$ cat src/rtl/calib_retain_pkg.sv
`timescale 1ns/1ps
package calib_retain_pkg;
  localparam int REG_W          = 32;
  // control register fields
  localparam int CTRL_EN_BIT    = 0;
  localparam int CTRL_FORCE_BIT = 1;
  localparam int CTRL_MASK_LSB  = 8;
  localparam int CTRL_CHAIN_LSB = 16;
  // per-chain command register fields
  localparam int CMD_IDX_LSB    = 0;
  localparam int CMD_WR_BIT     = 4;
  localparam int CMD_GO_BIT     = 8;

  typedef enum logic [1:0] {RP_IDLE, RP_RUN, RP_TAIL} rp_state_e;
endpackage

$ cat src/rtl/calib_retain_bank.sv
`timescale 1ns/1ps
module calib_retain_bank
  import calib_retain_pkg::*;
#(
  parameter int NENTRY = 6,
  parameter int DW     = 28,
  localparam int EW    = (NENTRY > 1) ? $clog2(NENTRY) : 1
) (
  input  logic              clk,
  input  logic              rst,
  input  logic              cmd_we,
  input  logic [EW-1:0]     cmd_idx,
  input  logic              cmd_wr,
  input  logic              cmd_go,
  input  logic              data_we,
  input  logic [DW-1:0]     wr_data,
  input  logic              acc_allow,
  input  logic              rp_rd_en,
  input  logic [EW-1:0]     rp_idx,
  output logic [REG_W-1:0]  cmd_view,
  output logic [DW-1:0]     data_view,
  output logic              busy,
  output logic [DW-1:0]     rd_data
);
  logic [DW-1:0]     mem [NENTRY];
  logic [NENTRY-1:0] written_q;
  logic [EW-1:0]     idx_q;
  logic              wr_q, busy_q, phase_q, hit_q;
  logic [DW-1:0]     data_q, rd_q;
  logic              start, ram_we, ra_ok, wa_ok;
  logic [EW-1:0]     ra, ra_safe;

  assign start   = cmd_we && cmd_go && acc_allow && !busy_q;
  assign ra      = rp_rd_en ? rp_idx : idx_q;
  assign ra_ok   = ({1'b0, ra} < (EW+1)'(NENTRY));
  assign wa_ok   = ({1'b0, idx_q} < (EW+1)'(NENTRY));
  assign ra_safe = ra_ok ? ra : '0;
  assign ram_we  = busy_q && !phase_q && wr_q && wa_ok;

  // storage without reset so it maps onto block RAM
  always_ff @(posedge clk) begin
    if (ram_we) mem[idx_q] <= data_q;
    rd_q <= mem[ra_safe];
  end

  always_ff @(posedge clk) begin
    if (rst) begin
      written_q <= '0;
      idx_q     <= '0;
      wr_q      <= 1'b0;
      busy_q    <= 1'b0;
      phase_q   <= 1'b0;
      data_q    <= '0;
      hit_q     <= 1'b0;
    end else begin
      hit_q <= ra_ok && written_q[ra_safe];
      if (ram_we) written_q[idx_q] <= 1'b1;
      if (cmd_we && !busy_q) begin
        idx_q <= cmd_idx;
        wr_q  <= cmd_wr;
      end
      if (start) begin
        busy_q  <= 1'b1;
        phase_q <= 1'b0;
      end else if (busy_q && !phase_q) begin
        phase_q <= 1'b1;
      end else if (busy_q) begin
        busy_q  <= 1'b0;
        phase_q <= 1'b0;
        if (!wr_q) data_q <= rd_data;
      end
      if (data_we && !busy_q) data_q <= wr_data;
    end
  end

  assign rd_data   = hit_q ? rd_q : '0;
  assign busy      = busy_q;
  assign data_view = data_q;

  always_comb begin
    cmd_view = '0;
    cmd_view[CMD_IDX_LSB +: EW] = idx_q;
    cmd_view[CMD_WR_BIT]        = wr_q;
    cmd_view[CMD_GO_BIT]        = busy_q;
  end


  acc_two_cycle_chk: assert property (@(posedge clk) disable iff (rst)
    start |=> busy ##1 busy ##1 !busy);


  acc_gate_chk: assert property (@(posedge clk) disable iff (rst)
    $rose(busy) |-> $past(acc_allow && cmd_we));
endmodule

$ cat src/rtl/calib_retain_replay.sv
`timescale 1ns/1ps
module calib_retain_replay
  import calib_retain_pkg::*;
#(
  parameter int NCHAIN = 3,
  parameter int NENTRY = 6,
  parameter int DW     = 28,
  localparam int EW    = (NENTRY > 1) ? $clog2(NENTRY) : 1,
  localparam int CW    = (NCHAIN > 1) ? $clog2(NCHAIN) : 1,
  localparam int NSLOT = NCHAIN * NENTRY
) (
  input  logic                       clk,
  input  logic                       rst,
  input  logic                       go,
  input  logic [NSLOT-1:0]           sel,
  input  logic [NCHAIN-1:0][DW-1:0]  bank_rd,
  output logic [NCHAIN-1:0]          rd_en,
  output logic [EW-1:0]              rd_idx,
  output logic                       done,
  output logic                       busy,
  output logic                       out_valid,
  output logic [CW-1:0]              out_chain,
  output logic [EW-1:0]              out_idx,
  output logic [DW-1:0]              out_data
);
  rp_state_e        st;
  logic [NSLOT-1:0] sel_q, srch_sel;
  logic [CW-1:0]    cur_c, srch_c, base_c, p_c;
  logic [EW-1:0]    cur_e, srch_e, base_e, p_e;
  logic             incl, srch_found, p_valid;

  assign srch_sel = (st == RP_IDLE) ? sel : sel_q;
  assign base_c   = (st == RP_IDLE) ? '0 : cur_c;
  assign base_e   = (st == RP_IDLE) ? '0 : cur_e;
  assign incl     = (st == RP_IDLE);

  // smallest selected slot after (or at, when idle) the base position
  always_comb begin
    srch_found = 1'b0;
    srch_c     = '0;
    srch_e     = '0;
    for (int c = NCHAIN - 1; c >= 0; c--) begin
      for (int e = NENTRY - 1; e >= 0; e--) begin
        if (srch_sel[c*NENTRY + e] &&
            ((c > int'(base_c)) ||
             (c == int'(base_c) && ((e > int'(base_e)) || (incl && e == int'(base_e)))))) begin
          srch_found = 1'b1;
          srch_c     = CW'(c);
          srch_e     = EW'(e);
        end
      end
    end
  end

  for (genvar c = 0; c < NCHAIN; c++) begin : g_rden
    assign rd_en[c] = (st == RP_RUN) && (cur_c == CW'(c));
  end
  assign rd_idx = cur_e;
  assign done   = ((st == RP_IDLE) && go && !srch_found) || (st == RP_TAIL);
  assign busy   = (st != RP_IDLE);

  always_ff @(posedge clk) begin
    if (rst) begin
      st        <= RP_IDLE;
      sel_q     <= '0;
      cur_c     <= '0;
      cur_e     <= '0;
      p_valid   <= 1'b0;
      p_c       <= '0;
      p_e       <= '0;
      out_valid <= 1'b0;
      out_chain <= '0;
      out_idx   <= '0;
      out_data  <= '0;
    end else begin
      p_valid <= (st == RP_RUN);
      if (st == RP_RUN) begin
        p_c <= cur_c;
        p_e <= cur_e;
      end
      out_valid <= p_valid;
      if (p_valid) begin
        out_chain <= p_c;
        out_idx   <= p_e;
        out_data  <= bank_rd[p_c];
      end
      case (st)
        RP_IDLE: if (go && srch_found) begin
          sel_q <= sel;
          cur_c <= srch_c;
          cur_e <= srch_e;
          st    <= RP_RUN;
        end
        RP_RUN: if (srch_found) begin
          cur_c <= srch_c;
          cur_e <= srch_e;
        end else begin
          st <= RP_TAIL;
        end
        RP_TAIL: st <= RP_IDLE;
        default: st <= RP_IDLE;
      endcase
    end
  end


  replay_index_chk: assert property (@(posedge clk) disable iff (rst)
    out_valid |-> ({1'b0, out_idx} < (EW+1)'(NENTRY)));


  replay_chain_chk: assert property (@(posedge clk) disable iff (rst)
    p_valid |-> $past(busy));
endmodule

$ cat src/rtl/calib_retain_ctrl.sv
`timescale 1ns/1ps
module calib_retain_ctrl
  import calib_retain_pkg::*;
#(
  parameter int NCHAIN = 3,
  parameter int NENTRY = 6,
  parameter int DW     = 28,
  localparam int EW    = (NENTRY > 1) ? $clog2(NENTRY) : 1,
  localparam int CW    = (NCHAIN > 1) ? $clog2(NCHAIN) : 1,
  localparam int AW    = $clog2(2*NCHAIN + 1),
  localparam int NSLOT = NCHAIN * NENTRY
) (
  input  logic              clk,
  input  logic              rst,
  input  logic              reg_we,
  input  logic [AW-1:0]     reg_addr,
  input  logic [31:0]       reg_wdata,
  output logic [31:0]       reg_rdata,
  output logic [NCHAIN-1:0] acc_busy_o,
  output logic              restore_busy_o,
  output logic              replay_valid_o,
  output logic [CW-1:0]     replay_chain_o,
  output logic [EW-1:0]     replay_index_o,
  output logic [DW-1:0]     replay_data_o
);
  logic              en_q, force_q;
  logic [NENTRY-1:0] mask_q;
  logic [NCHAIN-1:0] chains_q;
  logic              ctrl_we, acc_allow, rp_go, rp_done, rp_busy;
  logic [NSLOT-1:0]  sel;
  logic [NCHAIN-1:0] bank_busy, rp_rd_en;
  logic [EW-1:0]     rp_idx;
  logic [NCHAIN-1:0][DW-1:0]    bank_rd;
  logic [NCHAIN-1:0][REG_W-1:0] cmd_view;
  logic [NCHAIN-1:0][DW-1:0]    data_view;
  logic [REG_W-1:0]  ctrl_view, rd_mux;

  if (DW < REG_W) begin : g_unused
    logic unused_wbits;
    assign unused_wbits = ^reg_wdata[REG_W-1:DW];
  end

  assign ctrl_we   = reg_we && (reg_addr == '0);
  assign acc_allow = en_q && !force_q;
  assign rp_go     = force_q && !(|bank_busy);

  always_ff @(posedge clk) begin
    if (rst) begin
      en_q     <= 1'b0;
      force_q  <= 1'b0;
      mask_q   <= '0;
      chains_q <= '0;
    end else begin
      if (ctrl_we) begin
        en_q     <= reg_wdata[CTRL_EN_BIT];
        mask_q   <= reg_wdata[CTRL_MASK_LSB +: NENTRY];
        chains_q <= reg_wdata[CTRL_CHAIN_LSB +: NCHAIN];
      end
      if (rp_done)
        force_q <= 1'b0;
      else if (ctrl_we && reg_wdata[CTRL_EN_BIT] && reg_wdata[CTRL_FORCE_BIT])
        force_q <= 1'b1;
    end
  end

  for (genvar c = 0; c < NCHAIN; c++) begin : g_chain
    for (genvar e = 0; e < NENTRY; e++) begin : g_sel
      assign sel[c*NENTRY + e] = chains_q[c] & mask_q[e];
    end

    calib_retain_bank #(.NENTRY(NENTRY), .DW(DW)) u_bank (
      .clk       (clk),
      .rst       (rst),
      .cmd_we    (reg_we && (reg_addr == AW'(1 + 2*c))),
      .cmd_idx   (reg_wdata[CMD_IDX_LSB +: EW]),
      .cmd_wr    (reg_wdata[CMD_WR_BIT]),
      .cmd_go    (reg_wdata[CMD_GO_BIT]),
      .data_we   (reg_we && (reg_addr == AW'(2 + 2*c))),
      .wr_data   (reg_wdata[DW-1:0]),
      .acc_allow (acc_allow),
      .rp_rd_en  (rp_rd_en[c]),
      .rp_idx    (rp_idx),
      .cmd_view  (cmd_view[c]),
      .data_view (data_view[c]),
      .busy      (bank_busy[c]),
      .rd_data   (bank_rd[c])
    );
  end

  calib_retain_replay #(.NCHAIN(NCHAIN), .NENTRY(NENTRY), .DW(DW)) u_replay (
    .clk       (clk),
    .rst       (rst),
    .go        (rp_go),
    .sel       (sel),
    .bank_rd   (bank_rd),
    .rd_en     (rp_rd_en),
    .rd_idx    (rp_idx),
    .done      (rp_done),
    .busy      (rp_busy),
    .out_valid (replay_valid_o),
    .out_chain (replay_chain_o),
    .out_idx   (replay_index_o),
    .out_data  (replay_data_o)
  );

  always_comb begin
    ctrl_view = '0;
    ctrl_view[CTRL_EN_BIT]                  = en_q;
    ctrl_view[CTRL_FORCE_BIT]               = force_q;
    ctrl_view[CTRL_MASK_LSB +: NENTRY]      = mask_q;
    ctrl_view[CTRL_CHAIN_LSB +: NCHAIN]     = chains_q;
    rd_mux = '0;
    if (reg_addr == '0) rd_mux = ctrl_view;
    for (int c = 0; c < NCHAIN; c++) begin
      if (reg_addr == AW'(1 + 2*c)) rd_mux = cmd_view[c];
      if (reg_addr == AW'(2 + 2*c)) rd_mux = REG_W'(data_view[c]);
    end
  end

  always_ff @(posedge clk) begin
    if (rst) reg_rdata <= '0;
    else     reg_rdata <= rd_mux;
  end

  assign acc_busy_o     = bank_busy;
  assign restore_busy_o = force_q;


  excl_chk: assert property (@(posedge clk) disable iff (rst)
    !(rp_busy && (|bank_busy)));


  force_hold_chk: assert property (@(posedge clk) disable iff (rst)
    $fell(force_q) |-> $past(rp_done));


  valid_in_restore_chk: assert property (@(posedge clk) disable iff (rst)
    replay_valid_o |-> $past(force_q));


  force_gate_chk: assert property (@(posedge clk) disable iff (rst)
    $rose(force_q) |-> $past(ctrl_we && reg_wdata[CTRL_EN_BIT]));
endmodule

$ cat config.mk
export PLATFORM = sky130hd
export DESIGN_NAME = calib_retain_ctrl
export DESIGN_NICKNAME = d
export VERILOG_FILES = /design/src/rtl/calib_retain_pkg.sv /design/src/rtl/calib_retain_bank.sv /design/src/rtl/calib_retain_replay.sv /design/src/rtl/calib_retain_ctrl.sv
export SDC_FILE = /design/constraint.sdc
export NUM_CORES = 1
export LEC_CHECK = 0
export ABC_AREA = 1
export BUFFER_PORTS_ARGS = -buffer_cell sky130_fd_sc_hd__buf_2
export CAP_MARGIN = 10
export CORE_UTILIZATION = 40
export DETAILED_ROUTE_END_ITERATION = 8
export GPL_ROUTABILITY_DRIVEN = 0
export SLEW_MARGIN = 40
export SYNTH_ARGS = -nofsm -noshare
export SYNTH_HDL_FRONTEND = slang
export SYNTH_SLANG_ARGS = --single-unit
$ cat constraint.sdc
create_clock -name clk -period 3 [get_ports clk]
set_input_delay 0.3 -clock clk [delete_from_list [all_inputs] [get_ports clk]]
set_output_delay 0.3 -clock clk [all_outputs]
set_load 0.005 [all_outputs]
==> Word level (Yosys, flattened, before mapping) <==
Memory sizes are Yosys's and may differ from the RTL's. A register that Yosys moved wholly into a read port is not among the register bits.
Index checks and enable logic that the tools add are counted.
{ "totals": {"reg_bits": 231, "latch_bits": 0, "ram_bits": 504, "romBits": 0, "input_bits": 38, "output_inout_bits": 70, "wordCells": 386, "memories": 3} }
{ "mem_list": {"columns": ["name", "depth", "width", "rd", "rd_clocked_by_memory_dff", "write_ports", "line", "text"], "rows": [
  ["g_chain[0].u_bank.mem", 6, 28, 1, 1, 1, "calib_retain_bank.sv:25", "logic [DW-1:0] mem [NENTRY];"],
  ["g_chain[1].u_bank.mem", 6, 28, 1, 1, 1, "calib_retain_bank.sv:25", null],
  ["g_chain[2].u_bank.mem", 6, 28, 1, 1, 1, "calib_retain_bank.sv:25", null]
]} }
{ "classes": {"add_sub_neg": 0, "multipliers": 0, "div": 0, "order_cmp": 23, "eq_ne": 32, "shift": 0, "mux": 129, "bitwise_logic": 21, "n_reduce_logical": 140} }
{ "ops": {"columns": ["op", "count"], "rows": [
  ["$mux 28", 25],
  ["$logic_and 1x1->1", 89],
  ["$mux 3", 27],
  ["$bmux 28 s2", 1],
  ["$mux 2", 23],
  ["$mux 1", 42],
  ["$lt 3x4->1 const B", 6],
  ["$ne 2x2->1 const B", 11],
  ["$mux 19", 1],
  ["$and 1x1->1", 18],
  ["$logic_or 1x1->1", 18],
  ["$lt 3x3->1 const B", 6],
  ["$mux 18", 1],
  ["$or 6x6->6", 3],
  ["$reduce_bool 2->1", 7],
  ["$eq 3x3->1 const A", 4],
  ["$reduce_and 4->1", 3],
  ["$bmux 1 s3", 3],
  ["$demux 1 s3", 3],
  ["$eq 3x3->1 const B", 3],
  ["$ge 3x1->1 const B", 3],
  ["$logic_not 1->1", 9],
  ["$ne 2x1->1 const B", 4],
  ["$pmux 2 s2", 2],
  ["other kinds (20)", 33]
]} }

==> Logic depth before layout (Yosys ltp) <==
{ "logic_depth": {"ltp_word": 30, "mapped_depth": 25, "mapped_depth_nobuf": 24} }

==> Cells and area by module <==
Synthesis repeated with hierarchy kept, for this count alone.
{ "hier_totals": {"cells_unflattened": 3836, "hier_area_um2": 35810.6} }
{ "modules_own_cells": {"columns": ["module", "n_inst", "cells_per_inst", "area_per_inst_um2", "seq_area_each_um2"], "rows": [
  ["calib_retain_bank (g_chain[2].u_bank)", 1, 946, 9860.7, 6426.2],
  ["calib_retain_bank (g_chain[0].u_bank)", 1, 947, 9854.5, 6426.2],
  ["calib_retain_bank (g_chain[1].u_bank)", 1, 910, 9663.0, 6426.2],
  ["calib_retain_replay", 1, 505, 3430.8, 1281.2],
  ["calib_retain_ctrl", 1, 528, 3001.6, 860.8]
]} }

==> Worst setup path after synthesis <==
OpenSTA, ideal clock, no wires.
{ "synth_timing": {"kind": "register to register", "startpoint": "reg g_chain[2].u_bank.busy_q", "endpoint": "mem g_chain[2].u_bank.mem[2][0], enable pin", "setup_time_ps": 451, "t_arrival_ps": 2771, "t_required_ps": 2549, "setup_slack_ps": -222, "stages_incl_launch_ff": 5, "n_path_buf": 0, "synth_period_minus_slack_ps": 3222, "cell_sequence": "dfxtp_1 > inv_1 > nor2_1 > nand3_1 > nor3_1"} }
{ "synth_via": {"elab_chain_cells": 5} }
{ "synth_rtl": {"columns": ["item", "line", "text"], "rows": [
  ["from (decl)", "calib_retain_bank.sv:28", "logic wr_q, busy_q, phase_q, hit_q;"],
  ["from (signal assigned)", "calib_retain_bank.sv:51", "busy_q <= 1'b0;"],
  ["from (signal assigned)", "calib_retain_bank.sv:63", "busy_q <= 1'b1;"],
  ["from (signal assigned)", "calib_retain_bank.sv:68", "busy_q <= 1'b0;"],
  ["$logic_and 1x1->1 (3 in a row)", "calib_retain_bank.sv:38", "assign ram_we = busy_q && !phase_q && wr_q && wa_ok;"],
  ["$mux 1", "calib_retain_bank.sv:42", "if (ram_we) mem[idx_q] <= data_q;"],
  ["$mux 1 (not written as such)", "calib_retain_bank.sv:42", null],
  ["to (decl)", "calib_retain_bank.sv:25", null]
]} }
No other way between the ends.

==> Worst setup path after layout <==
{ "layout_timing": {"startpoint": "reg u_replay.st[0]", "endpoint": "reg g_chain[1].u_bank.rd_q[27], read port of g_chain[1].u_bank.mem"} }
{ "layout_via": {"elab_chain_cells": 5} }
{ "layout_rtl": {"columns": ["item", "line", "text"], "rows": [
  ["from (decl)", "calib_retain_replay.sv:26", "rp_state_e st;"],
  ["from (signal assigned)", "calib_retain_replay.sv:64", "st <= RP_IDLE;"],
  ["from (signal assigned)", "calib_retain_replay.sv:92", "st <= RP_RUN;"],
  ["from (signal assigned)", "calib_retain_replay.sv:98", "st <= RP_TAIL;"],
  ["$eq 2x1->1 (*)", "calib_retain_replay.sv:56", "assign rd_en[c] = (st == RP_RUN) && (cur_c == CW'(c));"],
  ["$logic_and 1x1->1 (*)", "calib_retain_replay.sv:56", null],
  ["$mux 3 (*)", "calib_retain_bank.sv:34", "assign ra = rp_rd_en ? rp_idx : idx_q;"],
  ["$lt 3x3->1", "calib_retain_bank.sv:35", "assign ra_ok = ({1'b0, ra} < (EW+1)'(NENTRY));"],
  ["$mux 3 (*)", "calib_retain_bank.sv:37", "assign ra_safe = ra_ok ? ra : '0;"],
  ["to (decl)", "calib_retain_bank.sv:29", "logic [DW-1:0] data_q, rd_q;"]
]} }
Every way passes the cells marked *; elsewhere a longest branch is shown, timed or not.
A chain may end at the register's enable or synchronous reset.

==> impl_metrics.sql <==
INSERT INTO impl_metrics (metric_group, metric, value, unit) VALUES
('critical_path', 'slowest_stage', 'sky130_fd_sc_hd__dfxtp_1', ''),
('route', 'viasPerCell', '5.54', ''),
('layout', 'fraction_of_final_layout_cells_with_drive_strength_greater_than_1', '12.1', '%'),
('global_route', 'grt_antenna_before_repair', '4', ''),
('critical_path', 'ff2ff_path_depth', '15', ''),
('layout', 'layout-area-overhead-vs-synth', '14.9', '%'),
('hold_path', 'timing.hold.worst_path_depth', '3', ''),
('layout', 'layout_common_cells', '504 x sky130_fd_sc_hd__edfxtp_1, 466 x sky130_fd_sc_hd__nand2_1, 399 x sky130_fd_sc_hd__nor2_1', ''),
('layout', 'n_fill_cell', '7149', ''),
('placement', 'portBuffers', '99', ''),
('global_route', 'via_count_of_the_first_global_routing_pass', '21855', ''),
('power_and_ir_drop', 'part_of_the_power_in_registers', '51.4', '%'),
('sta', 'drv_slew', '0', ''),
('critical_path', 'cell_type_group_with_the_largest_total_delay_on_the_critical_path', 'simple AND/OR/NAND/NOR gates', ''),
('clock_network', 'cts_buf_count', '86', ''),
('status', 'run_status', 'finished, final reports clean', ''),
('route', 'routed-via-count', '23212', ''),
('die', 'floorplan.die_area', '0.0805', 'mm^2'),
('run', 'maxCapViolCount', '0', ''),
('critical_path', 'critical_path_arrival', '3230', 'ps'),
('die', 'floorplan.rows', '102', ''),
('sta', 'worst-slew-pin-transition', '855', 'ps'),
('power_and_ir_drop', 'cellLeakagePower', '12.7', 'nW'),
('layout', 'finish.cell_count_without_fillers', '4187', ''),
('critical_path', 'critical_path.n_buffers_inverters', '5', ''),
('global_route', 'grt_start_max_net_pins', '94', ''),
('yosys', 'ys_seq_area_share', '67.2', '%'),
('critical_path', 'max_stage_delay', '360', 'ps'),
('sta', 'post-route-period-util', '89.3', '%'),
('clock_network', 'tritoncts_clock_tree', 'done', ''),
('power_and_ir_drop', 'power_report.internal_total', '18.6', 'mW'),
('die', 'die-height', '284', 'um'),
('critical_path', 'crit_required', '3550', 'ps'),
('route', 'drc', '0', ''),
('clock_network', 'h-tree-depth', '3', ''),
('sta', 'setup_failing_eps_final', '0', ''),
('yosys', 'synthesis.instances', '3017', ''),
('yosys', 'yosys_warnings', '0', ''),
('yosys', 'syn-mean-instance-area', '10.5', 'um^2'),
('global_route', 'globalRoute.totalOverflow', '0', ''),
('placement', 'dp_cells', '4023', ''),
('critical_path', 'critical_path_peak_fanout', '42', ''),
('clock_network', 'cts.repair_timing.setup_buffer_count', '0', ''),
('clock_network', 'cts.reportedPaths.clkPinSlew', '60', 'ps'),
('critical_path', 'setup.worst_path.class', 'reg -> reg', ''),
('layout', 'multi_input_gate_area', '0.00916', 'mm^2'),
('critical_path', 'cp_cell_sequence', 'inv_2 -> nor2_4 -> inv_2 -> nor2_4 -> nand2_2 -> o21ai_1 -> inv_2 -> nor2_4 -> nor2_8 -> clkinv_2 -> buf_12 -> nor2_1 -> o32ai_1 -> nor2_1 -> a31oi_1', ''),
('clock_network', 'clock-sinks', '814', ''),
('layout', 'finish.net_count', '3113', ''),
('power_and_ir_drop', 'clockPowerShare', '45.4', '%'),
('critical_path', 'path_depth', '15', ''),
('sta', 'fin_worst_hold_slack', '23.1', 'ps'),
('layout', 'layout_commonest_cell', 'sky130_fd_sc_hd__edfxtp_1', ''),
('die', 'core-area', '0.0780', 'mm^2'),
('critical_path', 'endpoint_kind', 'flip-flop', ''),
('layout', 'layout.area.seq', '0.0214', 'mm^2'),
('critical_path', 'critical_path.startpoint_type', 'flip-flop', ''),
('route', 'first_pass_iters', '7', ''),
('power_and_ir_drop', 'cellPowerDensity', '649', 'mW/mm^2'),
('power_and_ir_drop', 'comb_pwr_share', '3.3', '%'),
('sta', 'skew', '25.3', 'ps'),
('clock_network', 'cts_max_path_buffers', '3', ''),
('power_and_ir_drop', 'total_switching_power', '5.10', 'mW'),
('sta', 'unrepaired_setup_endpoints_after_global_routing', 'false', ''),
('sta', 'timing.final.hold_violations', '0', ''),
('layout', 'n_antenna_cell', '0', ''),
('global_route', 'grt_first_pass_wirelength', '137', 'mm'),
('yosys', 'synthDistinctLibCells', '42', ''),
('hold_path', 'timing.hold.worst.class', 'in -> reg', ''),
('clock_network', 'clk_latency', '630', 'ps'),
('sta', 'timing.max_slew.rel_slack', '43.0', '%');
## logic make-up after synthesis
kind of cell	after synthesis	share of synthesized area (%)
AOI/OAI and AO/OA	673	12.5
other	1	0.0118
buffers and inverters	332	4.46
and+or+nand+nor	1197	15.8
DFF	814	67.2
## through the flow
step | worst slack (ps) | util [%] | TNS, ps | instance area [um^2]
after global placement | 405 | 43.0 | 0 | 33600
after CTS | 323 | 46.8 | 0 | 36500
final | 321 | 46.8 | 0 | 36500
after detailed placement | 350 | 43.1 | 0 | 33600
after global routing | 96.2 | 46.8 | 0 | 36500
after floorplan | -222 | - | -42060 | 31800
## path summary, 6_finish.rpt
path	from	end	slack, ps
hold reg to reg	g_chain[1].u_bank.written_q[1]	g_chain[1].u_bank.written_q[1]	450
setup reg to reg	u_replay.st[0]	g_chain[1].u_bank.rd_q[27]	320
setup / recovery	u_replay.st[0]	g_chain[1].u_bank.rd_q[27]	320
hold / removal	reg_wdata[19]	g_chain[2].u_bank.data_view[19]	20
## routing by layer
layer	up-vias	routed length (um)	global-route usage, %
met5	-	15	0
met4	4	3000	7.84
met3	174	6390	4.06
met2	833	43100	36.3
met1	11356	38900	30.2
li1	10845	-	-
## synthesized netlist by cell type, drive strengths merged
cell      n  area (um^2)
buf      71          434
o22ai    30          188
a21oi    64          320
a2111o    1         11.3
conb      1         3.75
o211ai    3         22.5
nor2    422         1680
inv     115          432
a221oi   12          105
a41o      1         10.0
o21a      2         15.0
or2       1         6.26
a311oi    1         8.76
o221ai    1         8.76
nor3     23          125
o32ai    56          490
a41oi     3         26.3
a211oi    6         50.1
edfxtp  504        15100
nand3   273         1370
clkbuf  143          537
nand4     2         12.5
nor4      3         18.8
o21ai   295         1480
clkinv    3         12.5
nand2   473         1800
o31ai     2         15.0
dfxtp   310         6210
a31oi   196         1230
## power groups by stage
stage / combinational (mW) / sequential (mW) / clock (mW)
final: 0.774 / 12.2 / 10.7
after global routing: 0.847 / 12.2 / 11.3
after CTS: 0.770 / 12.2 / 10.9
after detailed placement: 0.761 / 12.4 / 0
after global placement: 0.755 / 12.4 / 0
after floorplan: 0.489 / 12.3 / 0
## timing repair
| action | 4_1_cts | 5_1_grt |
|---|---|---|
| gates resized for setup | 0 | 0 |
| endpoints found under the hold margin | 7 | 0 |
| hold buffers | 4 | 0 |
## area by class of cell
type / count / share of cell area (%)
clock buffers: 117 / 6.45
clock inverters: 43 / 1.37
well taps: 1040 / 3.57
repair buffers: 181 / 3.73
multi-input cells: 1874 / 25.1
flip-flops and latches: 814 / 58.6
inverters: 118 / 1.22
## sequential cells by signal, indices dropped and copies added (netlist names), 6 cells and up
name	count
u_replay.sel_q	17
reg_rdata	28
g_chain.u_bank.data_view	84
g_chain.u_bank.written_q	18
mask_q	6
u_replay.out_data	28
g_chain.u_bank.rd_q	84
g_chain.u_bank.mem	504
g_chain.u_bank.idx_q	9
## worst reg2reg max path, cell delays in order (launching register included)
cell and delay (ps):
sky130_fd_sc_hd__dfxtp_1 360, sky130_fd_sc_hd__inv_2 70, sky130_fd_sc_hd__nor2_4 140, sky130_fd_sc_hd__inv_2 70
sky130_fd_sc_hd__nor2_4 130, sky130_fd_sc_hd__nand2_2 130, sky130_fd_sc_hd__o21ai_1 320, sky130_fd_sc_hd__inv_2 110
sky130_fd_sc_hd__nor2_4 190, sky130_fd_sc_hd__nor2_8 50, sky130_fd_sc_hd__clkinv_2 230, sky130_fd_sc_hd__buf_12 260
sky130_fd_sc_hd__nor2_1 100, sky130_fd_sc_hd__o32ai_1 250, sky130_fd_sc_hd__nor2_1 70, sky130_fd_sc_hd__a31oi_1 130
Power figures use the tool's default switching activity.
